File: config.mk
export PLATFORM = sky130hd
export DESIGN_NAME = scl_gen
export DESIGN_NICKNAME = d
export VERILOG_FILES = /design/src/rtl/scl_gen_pkg.sv /design/src/rtl/scl_count_bank.sv /design/src/rtl/scl_sampler.sv /design/src/rtl/scl_phase_fsm.sv /design/src/rtl/scl_gen.sv
export SDC_FILE = /design/constraint.sdc
export NUM_CORES = 1
export LEC_CHECK = 0
export CORE_MARGIN = 1.5
export CORE_UTILIZATION = 45
export DETAILED_ROUTE_END_ITERATION = 10
export SLEW_MARGIN = 20
export SYNTH_ARGS = -nofsm -noshare
export SYNTH_HDL_FRONTEND = slang
export SYNTH_SLANG_ARGS = --single-unit
File: constraint.sdc
create_clock -name clk -period 4.91 [get_ports clk]
set_input_delay 1.2275 -clock clk [delete_from_list [all_inputs] [get_ports clk]]
set_output_delay 1.2275 -clock clk [all_outputs]
set_load 0.01 [all_outputs]
File: src/rtl/scl_gen_pkg.sv
package scl_gen_pkg;
  typedef enum logic [1:0] {
    PH_IDLE = 2'd0,
    PH_LOW  = 2'd1,
    PH_WAIT = 2'd2,
    PH_HIGH = 2'd3
  } phase_e;

  localparam logic [1:0] SPEED_FAST = 2'b10;
  localparam int HIGH_OVERHEAD = 8;
  // cycles spent in PH_WAIT before PH_HIGH when the line rises at once
  localparam int SAMPLE_LAT = 2;
  localparam int HIGH_LOAD_ADD = HIGH_OVERHEAD - SAMPLE_LAT - 1;

  localparam int IDX_STD_HI  = 0;
  localparam int IDX_STD_LO  = 1;
  localparam int IDX_FAST_HI = 2;
  localparam int IDX_FAST_LO = 3;
endpackage

File: src/rtl/scl_count_bank.sv
module scl_count_bank #(
  parameter int CNT_W = 16,
  parameter int RST_STD_HI = 20,
  parameter int RST_STD_LO = 30,
  parameter int RST_FAST_HI = 4,
  parameter int RST_FAST_LO = 9
) (
  input  logic             clk,
  input  logic             rst,
  input  logic             en,
  input  logic [1:0]       speed,
  input  logic             we,
  input  logic [1:0]       sel,
  input  logic [CNT_W-1:0] wdata,
  output logic [CNT_W-1:0] hi_cnt,
  output logic [CNT_W-1:0] lo_cnt
);
  import scl_gen_pkg::*;

  localparam int NREG = 4;

  function automatic logic [CNT_W-1:0] rst_val(input int idx);
    case (idx)
      IDX_STD_HI:  return CNT_W'(RST_STD_HI);
      IDX_STD_LO:  return CNT_W'(RST_STD_LO);
      IDX_FAST_HI: return CNT_W'(RST_FAST_HI);
      default:     return CNT_W'(RST_FAST_LO);
    endcase
  endfunction

  logic [NREG-1:0][CNT_W-1:0] regs;

  for (genvar i = 0; i < NREG; i++) begin : g_reg
    always_ff @(posedge clk) begin
      if (rst)
        regs[i] <= rst_val(i);
      else if (we && !en && (sel == 2'(i)))
        regs[i] <= wdata;
    end
  end

  logic fast;
  assign fast   = (speed == SPEED_FAST);
  assign hi_cnt = fast ? regs[IDX_FAST_HI] : regs[IDX_STD_HI];
  assign lo_cnt = fast ? regs[IDX_FAST_LO] : regs[IDX_STD_LO];

  // counts hold while the controller was enabled at the last edge
  a_r4_locked_when_enabled: assert property (@(posedge clk) disable iff (rst)
    $past(en) |-> $stable(regs));
endmodule

File: src/rtl/scl_sampler.sv
module scl_sampler (
  input  logic clk,
  input  logic rst,
  input  logic pad_in,
  output logic level_q
);
  always_ff @(posedge clk) begin
    if (rst) level_q <= 1'b0;
    else     level_q <= pad_in;
  end
endmodule

File: src/rtl/scl_phase_fsm.sv
module scl_phase_fsm #(
  parameter int CNT_W = 16
) (
  input  logic             clk,
  input  logic             rst,
  input  logic             en,
  input  logic             run,
  input  logic             scl_q,
  input  logic [CNT_W-1:0] hi_cnt,
  input  logic [CNT_W-1:0] lo_cnt,
  output logic             oe
);
  import scl_gen_pkg::*;

  localparam int CW = CNT_W + 1;

  phase_e        state, state_n;
  logic [CW-1:0] cnt, cnt_n;

  always_comb begin
    state_n = state;
    cnt_n   = cnt;
    if (!en) begin
      state_n = PH_IDLE;
      cnt_n   = '0;
    end else begin
      case (state)
        PH_IDLE: if (run) begin
          state_n = PH_LOW;
          cnt_n   = CW'(lo_cnt);
        end
        PH_LOW: begin
          if (cnt == '0) state_n = run ? PH_WAIT : PH_IDLE;
          else           cnt_n   = cnt - 1'b1;
        end
        PH_WAIT: if (scl_q) begin
          state_n = PH_HIGH;
          cnt_n   = CW'(hi_cnt) + CW'(HIGH_LOAD_ADD);
        end
        PH_HIGH: begin
          if (cnt == '0) begin
            if (run) begin
              state_n = PH_LOW;
              cnt_n   = CW'(lo_cnt);
            end else begin
              state_n = PH_IDLE;
            end
          end else begin
            cnt_n = cnt - 1'b1;
          end
        end
        default: state_n = PH_IDLE;
      endcase
    end
  end

  always_ff @(posedge clk) begin
    if (rst) begin
      state <= PH_IDLE;
      cnt   <= '0;
      oe    <= 1'b0;
    end else begin
      state <= state_n;
      cnt   <= cnt_n;
      oe    <= (state_n == PH_LOW);
    end
  end

  // checker-side counter of cycles spent in the current low phase
  logic [CW-1:0] lo_seen;
  logic [CW-1:0] lo_used;
  always_ff @(posedge clk) begin
    if (rst) begin
      lo_seen <= '0;
      lo_used <= '0;
    end else if (state_n == PH_LOW && state != PH_LOW) begin
      lo_seen <= '0;
      lo_used <= cnt_n;
    end else if (state == PH_LOW) begin
      lo_seen <= lo_seen + 1'b1;
    end
  end

  // a low phase ends only after lo_used+1 cycles
  a_r3_low_length: assert property (@(posedge clk) disable iff (rst || !en)
    (state == PH_LOW && cnt == '0) |-> (lo_seen == lo_used));
  // disable releases SCL at the edge
  a_r7_disable_release: assert property (@(posedge clk) disable iff (rst)
    !en |=> !oe);
  // a low sampled line keeps the block waiting
  a_r6_stretch_wait: assert property (@(posedge clk) disable iff (rst)
    (state == PH_WAIT && !scl_q && en) |=> (state == PH_WAIT));
  // output pulls low exactly while in the low phase
  a_r3_oe_matches_phase: assert property (@(posedge clk) disable iff (rst)
    oe == (state == PH_LOW));
endmodule

File: src/rtl/scl_gen.sv
module scl_gen #(
  parameter int CNT_W = 16,
  parameter int RST_STD_HI = 20,
  parameter int RST_STD_LO = 30,
  parameter int RST_FAST_HI = 4,
  parameter int RST_FAST_LO = 9
) (
  input  logic             clk,
  input  logic             rst,
  input  logic             ctl_en,
  input  logic             ctl_run,
  input  logic [1:0]       ctl_speed,
  input  logic             cnt_we,
  input  logic [1:0]       cnt_sel,
  input  logic [CNT_W-1:0] cnt_wdata,
  input  logic             scl_in,
  output logic             scl_oe
);
  logic [CNT_W-1:0] hi_cnt, lo_cnt;
  logic             scl_q;

  scl_count_bank #(
    .CNT_W(CNT_W), .RST_STD_HI(RST_STD_HI), .RST_STD_LO(RST_STD_LO),
    .RST_FAST_HI(RST_FAST_HI), .RST_FAST_LO(RST_FAST_LO)
  ) u_bank (
    .clk(clk), .rst(rst), .en(ctl_en), .speed(ctl_speed),
    .we(cnt_we), .sel(cnt_sel), .wdata(cnt_wdata),
    .hi_cnt(hi_cnt), .lo_cnt(lo_cnt)
  );

  scl_sampler u_samp (
    .clk(clk), .rst(rst), .pad_in(scl_in), .level_q(scl_q)
  );

  scl_phase_fsm #(.CNT_W(CNT_W)) u_fsm (
    .clk(clk), .rst(rst), .en(ctl_en), .run(ctl_run), .scl_q(scl_q),
    .hi_cnt(hi_cnt), .lo_cnt(lo_cnt), .oe(scl_oe)
  );
endmodule

Word level (Yosys, flattened, before mapping)
Cells that the tools add are included.
Widths: inputs -> output; s select.
{"block": "classes", "addsub": 2, "n_eq_ne": 10, "mux": 15, "n_bitwise": 1, "reduce_logical": 11}
{"operator": "$mux 17", "n": 4}
{"operator": "$pmux 17 s4", "n": 1}
{"operator": "$mux 16", "n": 2}
{"operator": "$add 16x3->17 const B", "n": 1}
{"operator": "$logic_not 17->1", "n": 1}
{"operator": "$sub 17x1->17 const B", "n": 1}
{"operator": "$mux 2", "n": 6}
{"operator": "$eq 2x2->1 const B", "n": 5}
{"operator": "$pmux 2 s4", "n": 1}
{"operator": "$eq 2x1->1 const B", "n": 3}
{"operator": "$logic_and 1x1->1", "n": 5}
{"operator": "$logic_not 2->1", "n": 2}
{"operator": "$ne 2x2->1 const B", "n": 2}
{"operator": "$reduce_and 2->1", "n": 1}
{"operator": "$reduce_or 2->1", "n": 1}
{"operator": "$logic_not 1->1", "n": 1}
{"operator": "$mux 1", "n": 1}
{"operator": "$not 1->1", "n": 1}
{"block": "totals", "ff_bits": 85, "in_bits": 26, "output_inout_bits": 1, "elab_cells": 47}

Depth between registers and ports, before layout
{"block": "logic_depth", "depth_word": 5, "mapped_depth": 13, "ltp_nobuf": 10}

Hierarchy
Synthesis repeated with hierarchy kept, for this count alone.
{"block": "unflattened", "hier_cells": 551, "area_unflattened_um2": 5018.6}
{"module": "scl_count_bank", "instances": 1, "cells_each": 274, "area_per_inst_um2": 2976.6, "seq_area_each_um2": 1281.2}
{"module": "scl_phase_fsm", "instances": 1, "cells_each": 275, "area_per_inst_um2": 2008.2, "seq_area_each_um2": 400.4}
{"module": "scl_sampler", "instances": 1, "cells_each": 2, "area_per_inst_um2": 33.8, "seq_area_each_um2": 20.0}

Worst setup path before layout
No wires, ideal clock.
{"block": "synth_timing", "path_kind": "input-to-reg", "from": "input ctl_speed[0]", "to": "register u_fsm.cnt[14]", "setup_time_ns": 0.070, "t_arrival_ns": 3.537, "t_required_ns": 4.840, "setup_slack_ns": 1.303, "stages": 12, "path_buffers": 2, "path_cell_list": "and2b_1 > buf_1 > clkbuf_1 > nand2_1 > nand2_1 > ha_1 > a211oi_1 > or3_1 > nor4b_1 > xnor2_1 > a22oi_1 > a21oi_1"}
{"block": "synth_between", "elab_chain_len": 5, "elab_cells_between_ends": 8, "classes_between": "1 x add/sub; 1 x eq/ne; 6 x mux"}
{"item": "from (decl)", "line_no": "scl_gen.sv:12", "rtl": "input logic [1:0] ctl_speed,"}
{"item": "$eq 2x2->1 (*)", "line_no": "scl_count_bank.sv:43", "rtl": "assign fast = (speed == SPEED_FAST);"}
{"item": "$mux 16, on equally long branches", "line_no": "scl_count_bank.sv:44, scl_count_bank.sv:45"}
{"item": "$add 16x3->17 or $mux 17 (tied branches)", "line_no": "scl_phase_fsm.sv:38, scl_phase_fsm.sv:28, scl_phase_fsm.sv:42"}
{"item": "$mux 17, on equally long branches", "line_no": "scl_phase_fsm.sv:36, scl_phase_fsm.sv:41"}
{"item": "$pmux 17 s4 (*)", "line_no": "scl_phase_fsm.sv:27", "rtl": "case (state)"}
{"item": "to (signal assigned)", "line_no": "scl_phase_fsm.sv:64", "rtl": "cnt <= cnt_n;"}
{"item": "to (decl)", "line_no": "scl_phase_fsm.sv:18", "rtl": "logic [CW-1:0] cnt, cnt_n;"}
Mark *: on every way between the ends. The rest lies on a longest branch, timed or not. The select of a mux whose other input is x is not followed.
A chain may end at the register's enable or synchronous reset.

Worst setup path in the final report
Same ends and word-level chain as after synthesis.

==> flow_summary.ini <==
[grt]
grt_usage_pct = 25.7
grt_overflow = 0
antenna_found_initial = 0
grt_start_max_net_pins = 68
grt_pass1_vias = 4223
grt_pass1_wl_mm = 22.2

[placed_design]
place.gp.congestion = 0.937
dp.final_hpwl_mm = 9.62
portBuffers = 26
pre_cts_ws_ns = 0.914

[clock_network]
cts_num_sinks = 85
cts_resized = 0
clk_latency_ns = 0.38
htree_num_levels = 3
hold_buffers = 0
cts.path.max_buffers = 2
cts_tree = done
cts_setup_buffers = 0
path_clk_slew_ns = 0.08
cts_buffers = 9
cts-root-buf = clkbuf_8

[floorplan]
core_area_um2 = 10200
row_count = 37
die_x_um = 105
io_pins = 27
die_area_um2 = 11100
die_h_um = 105
initial_core_util_pct = 46.1

[timing]
rsz0062_at_grt = false
worst_slack_ns = 1.28
post-route-min-period_ns = 3.63
fin_crit_sh_pct = 73.8
worst_pin_slew_ns = 1.02
maxSlewHeadroom_pct = 31.7
fin_hold_ws_ns = 0.458
finalHoldViolCount = 0
fmaxAchievable_mhz = 276
clock_skew_ns = 0.00503
finalSetupViolCount = 0
slew_viol_final = 0
fin_tns_setup_ns = 0

[worst_setup_path]
path_buf_inv = 1
critical_path.top_delay_family = simple AND/OR/NAND/NOR gates
crit_path_top_delay_cell = clkdlybuf4s50_1
required_ns = 5.23
path_class = in -> reg
cp_max_fo = 36
end_kind = flip-flop
crit_arrival_ns = 3.94
cpPeakStageDelay_ns = 0.49
cp_common_cell = nand2_1
path_cells = clkdlybuf4s50_1 > nand2b_4 > nand2_1 > nand2_1 > ha_1 > a211oi_1 > or3_1 > nor4b_1 > xnor2_1 > a22oi_1 > a21oi_1
worst_setup_path_start_kind = input port

[power_and_ir_drop]
p_leak_nw = 1.83
p_per_area_nw_per_um2 = 283
total_power_mw = 1.48
irDropWorstVdd_mv = 0.181

[route]
drc = 0
vias_per_cell = 5.82
drt_wl_total_mm = 13.8
dr.pass1.iters = 5
detail_route.wl_per_cell_um = 17.3
ant_nets = 0
drt-initial-drc-count = 376
num_vias = 4641

[synthesis]
syn_avg_cell_area_um2 = 7.22
yosysTopAreaCellShare_pct = 36.1
synth.area.top_cells = dfxtp_1 (36%), nand2_1 (16%), a21oi_1 (8.3%)
yosysWarnings = 0
synth_cell_types = 62
synth_top_area_cell = dfxtp_1
syn_inst = 653
async_flop_share_pct = 0
synth-edff-count = 0
synth_ff_type = dfxtp_1
syn-num-nets = 682
ys_seq_area_share_pct = 36.1
netlist_area_um2 = 4720
ys_ff_latch = 85

[finish]
fin_nets = 686
syn_to_final_growth_pct = 10.7
final_core_util_pct = 51.0
diodes = 0
drive_above_1_share_pct = 6.04

[job]
drv_cap = 0

[status]
status = finished, final reports clean

[min_path]
min_path_type = reg -> reg
## cell usage in the layout, fill, tap and decap left out, types with 3 or more instances in the layout
cell type	synthesis	final
a211oi_1	4	4
a21oi_1	78	78
a221oi_1	4	4
a222oi_1	3	3
a22oi_1	3	3
a31o_2	5	5
a31oi_1	11	11
and2_1	3	3
and3_1	6	6
buf_4	0	6
clkbuf_8	0	11
clkdlybuf4s50_1	0	25
clkinv_2	0	3
dfxtp_1	85	85
ha_1	3	3
inv_1	4	4
mux2i_1	12	12
nand2_1	206	206
nand2b_1	3	3
nand3_1	14	14
nand3b_1	12	12
nor2_1	35	35
nor2b_1	4	4
nor3_1	10	9
nor4_1	6	6
o211ai_1	5	5
o21ai_0	24	24
o221ai_1	5	5
o22ai_1	4	4
or3_1	4	4
or4_1	3	3
xnor2_1	12	12
xor2_1	11	11
## power by group
group          total [mW]  internal, mW  switching [mW]
logic               0.267         0.108           0.159
clock network       0.470         0.209           0.261
registers           0.738         0.711          0.0278
total                1.48          1.03           0.447
## state kept, by name, summed over array words and instances (netlist names)
register        count
u_bank.regs        64
u_fsm.cnt          17
u_fsm.state         2
u_fsm.oe            1
u_samp.level_q      1
## tightest hold or removal path: cells and delay by family (launching register included)
family             cells  cell delay, ns
AOI/OAI and AO/OA      1            0.05
DFF                    1            0.32
and+or+nand+nor        1            0.05
## final cells by class
cell class | count | area, um^2
Clock buffer | 12 | 155
Inverter | 5 | 18.8
Fill cell | 1081 | 5010
Tap cell | 136 | 170
Timing Repair Buffer | 32 | 300
Multi-Input combinational cell | 524 | 2850
Sequential cell | 85 | 1700
Clock inverter | 4 | 22.5
## routing by layer
metal  wire, um  track usage (%)  vias up
met5          0                0        -
met4        256             9.78        0
met3        916             4.33       18
met2       5880             37.9      159
met1       6780             37.2     2177
li1           -                -     2287
## final timing paths
kind,depth (start not counted),slack (ns),start,end
setup / recovery,11,1.28,ctl_speed[0],u_fsm.cnt[14]
hold / removal,2,0.46,u_bank.regs[60],u_bank.regs[60]
setup reg to reg,8,1.96,u_fsm.state[1],u_fsm.cnt[7]
hold reg to reg,2,0.46,u_bank.regs[60],u_bank.regs[60]
## kinds of logic after synthesis
logic type,after synthesis,synth area share (%)
buffers and inverters,44,3.71
XOR/XNOR,23,4.27
AND/OR/NAND/NOR,325,31.6
multiplexers,15,3.55
AO/OA/AOI/OAI,158,20.0
flip-flops,85,36.1
adder cells (fa/ha/maj),3,0.796
## metrics by stage
stage / cells / area (um^2)
final: 798 / 5220
after global routing: 798 / 5220
after CTS: 798 / 5210
after detailed placement: 782 / 5040
after global placement: 782 / 5040
after floorplan: 653 / 4720
## Yosys cell counts, types with 4 or more instances
| master | count |
|---|---|
| nand2_1 | 206 |
| dfxtp_1 | 85 |
| a21oi_1 | 78 |
| nor2_1 | 35 |
| clkbuf_1 | 33 |
| o21ai_0 | 24 |
| nand3_1 | 14 |
| mux2i_1 | 12 |
| nand3b_1 | 12 |
| xnor2_1 | 12 |
| a31oi_1 | 11 |
| xor2_1 | 11 |
| nor3_1 | 10 |
| and3_1 | 6 |
| nor4_1 | 6 |
| a31o_2 | 5 |
| o211ai_1 | 5 |
| o221ai_1 | 5 |
| a211oi_1 | 4 |
| a221oi_1 | 4 |
| inv_1 | 4 |
| nor2b_1 | 4 |
| o22ai_1 | 4 |
| or3_1 | 4 |
Note: power is estimated with default switching activity, not from simulation.
